**config.mk**
```make
export PLATFORM = sky130hd
export DESIGN_NAME = pwq_drain_master
export DESIGN_NICKNAME = d
export VERILOG_FILES = /design/src/rtl/pwq_pkg.sv /design/src/rtl/pwq_req_gate.sv /design/src/rtl/pwq_addr_track.sv /design/src/rtl/pwq_lat_timer.sv /design/src/rtl/pwq_err_gen.sv /design/src/rtl/pwq_drain_master.sv
export SDC_FILE = /design/constraint.sdc
export NUM_CORES = 1
export LEC_CHECK = 0
export ABC_AREA = 1
export ABC_CLOCK_PERIOD_IN_PS = 4100
export BUFFER_PORTS_ARGS = -buffer_cell sky130_fd_sc_hd__buf_4
export CAP_MARGIN = 30
export CORE_UTILIZATION = 49
export DETAILED_ROUTE_END_ITERATION = 7
export PLACE_DENSITY = 0.87
export SYNTH_ARGS = -nofsm -noshare
export SYNTH_HDL_FRONTEND = slang
export SYNTH_SLANG_ARGS = --single-unit
```
**constraint.sdc**
```tcl
create_clock -name clk -period 4.1 [get_ports clk]
set_clock_uncertainty 0.15 [all_clocks]
set_input_delay 0.205 -clock clk [delete_from_list [all_inputs] [get_ports clk]]
set_output_delay 0.205 -clock clk [all_outputs]
set_load 0.1 [all_outputs]
```
**src/rtl/pwq_pkg.sv**
```systemverilog
package pwq_pkg;
    typedef enum logic [2:0] {
        ST_IDLE  = 3'd0,
        ST_REQ   = 3'd1,
        ST_ADDR  = 3'd2,
        ST_DATA  = 3'd3,
        ST_WAIT  = 3'd4,
        ST_FLUSH = 3'd5
    } pwq_state_t;
endpackage

```
**src/rtl/pwq_req_gate.sv**
```systemverilog
module pwq_req_gate #(
    parameter int LVLW   = 6,
    parameter int REQ_DW = 4
) (
    input  logic            aq_valid,
    input  logic            up_done,
    input  logic [LVLW-1:0] dq_dwords,
    input  logic            unaligned,
    output logic            start_ok,
    output logic            resume_ok
);
    localparam logic [LVLW-1:0] REQ_LVL = LVLW'(REQ_DW);

    logic fill_ok;

    always_comb begin
        fill_ok   = (dq_dwords >= REQ_LVL);
        start_ok  = aq_valid && (up_done || fill_ok);
        resume_ok = up_done || fill_ok || unaligned;
    end
endmodule

```
**src/rtl/pwq_addr_track.sv**
```systemverilog
module pwq_addr_track #(
    parameter int AW = 32
) (
    input  logic          clk,
    input  logic          rst_n,
    input  logic          load,
    input  logic [AW-1:0] load_addr,
    input  logic          step8,
    input  logic          step4,
    output logic [AW-1:0] nxt_addr
);
    logic [AW-1:0] addr_q;

    always_ff @(posedge clk or negedge rst_n) begin
        if (!rst_n) begin
            addr_q <= '0;
        end else if (load) begin
            addr_q <= load_addr;
        end else if (step8) begin
            addr_q <= addr_q + AW'(8);
        end else if (step4) begin
            addr_q <= addr_q + AW'(4);
        end
    end

    assign nxt_addr = addr_q;
endmodule

```
**src/rtl/pwq_lat_timer.sv**
```systemverilog
module pwq_lat_timer #(
    parameter int LAT = 16
) (
    input  logic clk,
    input  logic rst_n,
    input  logic clear,
    output logic expired
);
    localparam int CW = $clog2(LAT + 1);
    localparam logic [CW-1:0] LIMIT = CW'(LAT);

    logic [CW-1:0] cnt_q;

    always_ff @(posedge clk or negedge rst_n) begin
        if (!rst_n) begin
            cnt_q <= '0;
        end else if (clear) begin
            cnt_q <= '0;
        end else if (cnt_q != LIMIT) begin
            cnt_q <= cnt_q + CW'(1);
        end
    end

    assign expired = (cnt_q == LIMIT);
endmodule

```
**src/rtl/pwq_err_gen.sv**
```systemverilog
module pwq_err_gen (
    input  logic clk,
    input  logic rst_n,
    input  logic mab_evt,
    input  logic tab_evt,
    input  logic mab_en,
    input  logic tab_en,
    input  logic up_active,
    output logic serr,
    output logic up_disc
);
    logic serr_q;
    logic disc_q;

    always_ff @(posedge clk or negedge rst_n) begin
        if (!rst_n) begin
            serr_q <= 1'b0;
            disc_q <= 1'b0;
        end else begin
            serr_q <= (mab_evt && mab_en) || (tab_evt && tab_en);
            disc_q <= tab_evt && up_active;
        end
    end

    assign serr    = serr_q;
    assign up_disc = disc_q;
endmodule

```
**src/rtl/pwq_drain_master.sv**
```systemverilog
module pwq_drain_master
    import pwq_pkg::*;
#(
    parameter int AW     = 32,
    parameter int LVLW   = 6,
    parameter int REQ_DW = 4,
    parameter int LAT    = 16
) (
    input  logic            clk,
    input  logic            rst_n,
    input  logic            aq_valid,
    input  logic [AW-1:0]   aq_addr,
    output logic            aq_pop,
    input  logic            dq_valid,
    input  logic [63:0]     dq_data,
    input  logic [7:0]      dq_be,
    input  logic            dq_last,
    input  logic [LVLW-1:0] dq_dwords,
    output logic            dq_pop,
    input  logic            up_done,
    input  logic            up_active,
    output logic            up_disc,
    input  logic            cfg_mabort_serr_en,
    input  logic            tabort_serr_en,
    output logic            ib_req,
    input  logic            ib_gnt,
    output logic            ib_addr_valid,
    output logic [AW-1:0]   ib_addr,
    input  logic            ib_claim,
    input  logic            ib_mabort,
    output logic            ib_dvalid,
    output logic            ib_wide,
    output logic [63:0]     ib_wdata,
    output logic [7:0]      ib_wbe,
    input  logic            ib_ack64,
    input  logic            ib_ack32,
    input  logic            ib_disc,
    input  logic            ib_tabort,
    output logic            serr
);
    pwq_state_t st_q;
    pwq_state_t st_d;

    logic [AW-1:0] nxt_addr;
    logic          start_ok;
    logic          resume_ok;
    logic          lat_exp;
    logic          lat_clr;
    logic          beat_acc;
    logic          size8;
    logic          pop_entry;
    logic          last_done;
    logic          preempt;
    logic          mab_evt;
    logic          tab_evt;
    logic          load_addr;
    logic          step4;
    logic          flush_pop;

    pwq_req_gate #(
        .LVLW  (LVLW),
        .REQ_DW(REQ_DW)
    ) u_gate (
        .aq_valid (aq_valid),
        .up_done  (up_done),
        .dq_dwords(dq_dwords),
        .unaligned(nxt_addr[2]),
        .start_ok (start_ok),
        .resume_ok(resume_ok)
    );

    pwq_addr_track #(
        .AW(AW)
    ) u_addr (
        .clk      (clk),
        .rst_n    (rst_n),
        .load     (load_addr),
        .load_addr(aq_addr),
        .step8    (size8),
        .step4    (step4),
        .nxt_addr (nxt_addr)
    );

    pwq_lat_timer #(
        .LAT(LAT)
    ) u_lat (
        .clk    (clk),
        .rst_n  (rst_n),
        .clear  (lat_clr),
        .expired(lat_exp)
    );

    pwq_err_gen u_err (
        .clk      (clk),
        .rst_n    (rst_n),
        .mab_evt  (mab_evt),
        .tab_evt  (tab_evt),
        .mab_en   (cfg_mabort_serr_en),
        .tab_en   (tabort_serr_en),
        .up_active(up_active),
        .serr     (serr),
        .up_disc  (up_disc)
    );

    // Beat bookkeeping for the data phase
    always_comb begin
        beat_acc  = (st_q == ST_DATA) && dq_valid && (ib_ack64 || ib_ack32) && !ib_tabort;
        size8     = beat_acc && !nxt_addr[2] && ib_ack64;
        step4     = beat_acc && !size8;
        pop_entry = beat_acc && (size8 || nxt_addr[2]);
        last_done = pop_entry && dq_last;
        preempt   = !ib_gnt && lat_exp;
        tab_evt   = (st_q == ST_DATA) && ib_tabort;
        mab_evt   = (st_q == ST_ADDR) && ib_mabort;
        flush_pop = (st_q == ST_FLUSH) && dq_valid;
        load_addr = (st_q == ST_IDLE) && start_ok;
        lat_clr   = (st_q != ST_ADDR) && (st_q != ST_DATA);
    end

    // State register
    always_ff @(posedge clk or negedge rst_n) begin
        if (!rst_n) begin
            st_q <= ST_IDLE;
        end else begin
            st_q <= st_d;
        end
    end

    // Transitions
    always_comb begin
        st_d = st_q;
        unique case (st_q)
            ST_IDLE: begin
                if (start_ok) st_d = ST_REQ;
            end
            ST_REQ: begin
                if (ib_gnt) st_d = ST_ADDR;
            end
            ST_ADDR: begin
                if (ib_mabort)     st_d = ST_FLUSH;
                else if (ib_claim) st_d = ST_DATA;
            end
            ST_DATA: begin
                if (ib_tabort)      st_d = ST_WAIT;
                else if (last_done) st_d = ST_IDLE;
                else if (ib_disc)   st_d = ST_WAIT;
                else if (preempt)   st_d = ST_WAIT;
                else if (!dq_valid) st_d = ST_WAIT;
            end
            ST_WAIT: begin
                if (resume_ok) st_d = ST_REQ;
            end
            ST_FLUSH: begin
                if (dq_valid && dq_last) st_d = ST_IDLE;
            end
            default: st_d = ST_IDLE;
        endcase
    end

    // Outputs
    always_comb begin
        ib_req        = (st_q == ST_REQ) || (st_q == ST_ADDR) || (st_q == ST_DATA);
        ib_addr_valid = (st_q == ST_ADDR);
        ib_addr       = nxt_addr;
        ib_dvalid     = (st_q == ST_DATA) && dq_valid;
        ib_wide       = !nxt_addr[2];
        ib_wdata      = dq_data;
        ib_wbe        = nxt_addr[2] ? {dq_be[7:4], 4'h0} : dq_be;
        dq_pop        = pop_entry || flush_pop;
        aq_pop        = last_done || (flush_pop && dq_last);
    end
endmodule

```
==> impl_metrics.toml <==
[sta]
min_period_ps = 2630
hold_viol = 0
setup_tns_ps = 0
relSlewSlack_pct = 49.4
max_freq_ghz = 0.380
report.final.slew_viol_count = 0
finalSetupViolations = 0
hold_ws_ps = 9.84
rsz0062_at_grt = "no"
period_share_pct = 64.2
worstMarginPinSlew_ps = 758

[detailed_routing]
ant_nets = 0
routed_via_density = 5.39
drt-total-wl_mm = 11.3
drc = 0
wire_per_inst_um = 14.1
drtPass1Iterations = 5
drt_iter0_drc = 320
vias = 4339

[setup_path]
critPathCaptureType = "register"
worstPathRequired_ps = 4130
cp_max_fo = 20
crit_path_start_kind = "register"
crit_buf_inv = 2
arrival_ps = 2660
worstPathCellList = "inv_2, nand2_2, nor2_2, nand3_2, nand2_2, inv_1, nand2_1, nand2_1, o21bai_1"
crit_path_top_delay_cell = "dfrtp_1"
cp_top_family = "simple AND/OR/NAND/NOR gates"
slowest_delay_ps = 450
critical_path_class = "register to register"

[min_path]
hp-class = "input port to register"

[logic_synthesis]
synth_area_leaders = "dfrtp_1 25%, nand2_1 23%, buf_4 13%"
async_flop_share_pct = 100
synth_seq_cells = 42
yosys.area.top_type = "dfrtp_1"
synth_top_area_share_pct = 25.1
yosysMostFrequentCell = "nand2_1"
yosys-top-cells-count = "254 x nand2_1, 74 x nor2_1, 71 x buf_4"
netlist_instances = 670
ys_types = 38
synth-main-ff-cell = "dfrtp_1"
post_synth.cell_area_avg_um2 = 6.25
synth_edf_count = 0
ys_seq_area_share_pct = 25.1
syn_nets = 800
synth.cell_area_mm2 = 0.00419
synth_warnings = 0

[place]
port_buffers = 99
gp_congestion = 0.960
hpwl_mm = 8.32

[clock_tree]
clock_latency_ps = 300
cts_buffers = 5
clockBufferDepth = 2
root_buffer = "clkbuf_8"
cts_tree = "done"
htree_levels = 2
post_cts_buffers = 0
clock-sinks = 42
path_clk_slew_ps = 90

[floorplan]
die_area_mm2 = 0.00893
fp.coreArea_mm2 = 0.00826
io_pins = 238
dieWidth_um = 94.5
rows = 33
die_h_um = 94.5
start_util_pct = 50.7

[pwr]
cellLeakagePower_nw = 2.44
ir_drop_v = 0.000622
power_density_mw_per_mm2 = 831

[final_layout]
drive_gt1_share_pct = 18.7
area_delta_synth_final_pct = 9.91
fill_cells = 806
nets = 829
antenna_cells = 0

[outcome]
outcome = "finished clean"

[grt]
antenna_found_initial = 0
grt_pass1_vias = 4139
grt_max_degree = 43
grt_pass1_wl_mm = 18.7
grt_overflow = 0
grtUsageTotal_pct = 26.2

[run]
cap_viol_max_count = 0
==> area by class of cell <==
class | instances | area, um^2 | share of cell area, %
timing repair buffer | 108 | 831 | 18.0
clock buffer | 6 | 82.6 | 1.79
tap | 105 | 131 | 2.85
multi-input combinational | 488 | 2290 | 49.7
sequential | 42 | 1050 | 22.8
inverter | 54 | 208 | 4.51
clock inverter | 2 | 12.5 | 0.272
==> state kept, by name (all words and copies together) (netlist names) <==
signal,flops
st_q,3
u_addr.nxt_addr,32
u_err.serr,1
u_err.up_disc,1
u_lat.cnt_q,5
==> metal layers <==
layer | up-vias | wire (um) | GRT usage (%)
li1 | 2073 | - | -
met2 | 213 | 5460 | 45.4
met4 | 0 | 408 | 12.0
met5 | - | 0 | 0
met1 | 1994 | 4440 | 30.5
met3 | 59 | 1020 | 6.36
==> cell families after synthesis <==
group,share of synthesized area (%)
adder cells (fa/ha/maj),1.19
buffers and inverters,20.3
AND/OR/NAND/NOR,43.5
flip-flops,25.1
XOR/XNOR,4.60
AO/OA/AOI/OAI,5.34
==> final timing paths <==
| path | from | to | slack, ps | cells past startpoint |
|---|---|---|---|---|
| setup / recovery | st_q[0] | u_addr.nxt_addr[11] | 1470 | 9 |
| hold / removal | ib_tabort | u_err.up_disc | 10 | 2 |
| setup reg to reg | st_q[0] | u_addr.nxt_addr[11] | 1470 | 9 |
| hold reg to reg | u_addr.nxt_addr[1] | u_addr.nxt_addr[1] | 340 | 2 |
| max in group asynchronous | rst_n | u_addr.nxt_addr[12] | 3120 | 2 |
| min in group asynchronous | rst_n | st_q[0] | 280 | 2 |
==> cells in the final DEF (no fill, tap or decap), types with 3 or more instances in the layout <==
master,count
a21oi_1,4
a31oi_1,4
buf_4,100
clkbuf_8,6
dfrtp_1,42
dlygate4sd3_1,8
ha_1,4
inv_1,51
nand2_1,254
nand2_2,3
nand3_1,58
nand3b_1,3
nand4_1,10
nor2_1,74
nor2_4,3
nor3_1,4
o21ai_0,17
o21ai_1,3
o21bai_1,3
or2_2,4
xnor2_1,4
xor2_1,18
==> through the flow <==
stage / cell area (um^2) / power, mW / std cells / utilization (%) / worst slack, ps
floorplan: 4190 / 3.27 / 670 / - / 78.7
global placement: 4430 / 3.44 / 789 / 53.7 / 1600
detailed placement: 4430 / 3.51 / 789 / 53.7 / 1540
CTS: 4610 / 3.82 / 805 / 55.8 / 1500
global route: 4610 / 4.05 / 805 / 55.8 / 1270
finish: 4610 / 3.83 / 805 / 55.8 / 1470
==> report_power, final <==
group          internal, mW  leakage, nW  switching (mW)
clock network         0.136       0.0472           0.160
registers             0.579        0.540           0.315
logic                 0.615         1.85            2.02
==> timing repair <==
action                                  in CTS  in global routing
endpoints found under the hold margin       48                  0
hold buffers                                 8                  0
endpoints found under the setup margin       0                  0
gates resized for setup                      0                  0
(Power assumes the default switching activity.)
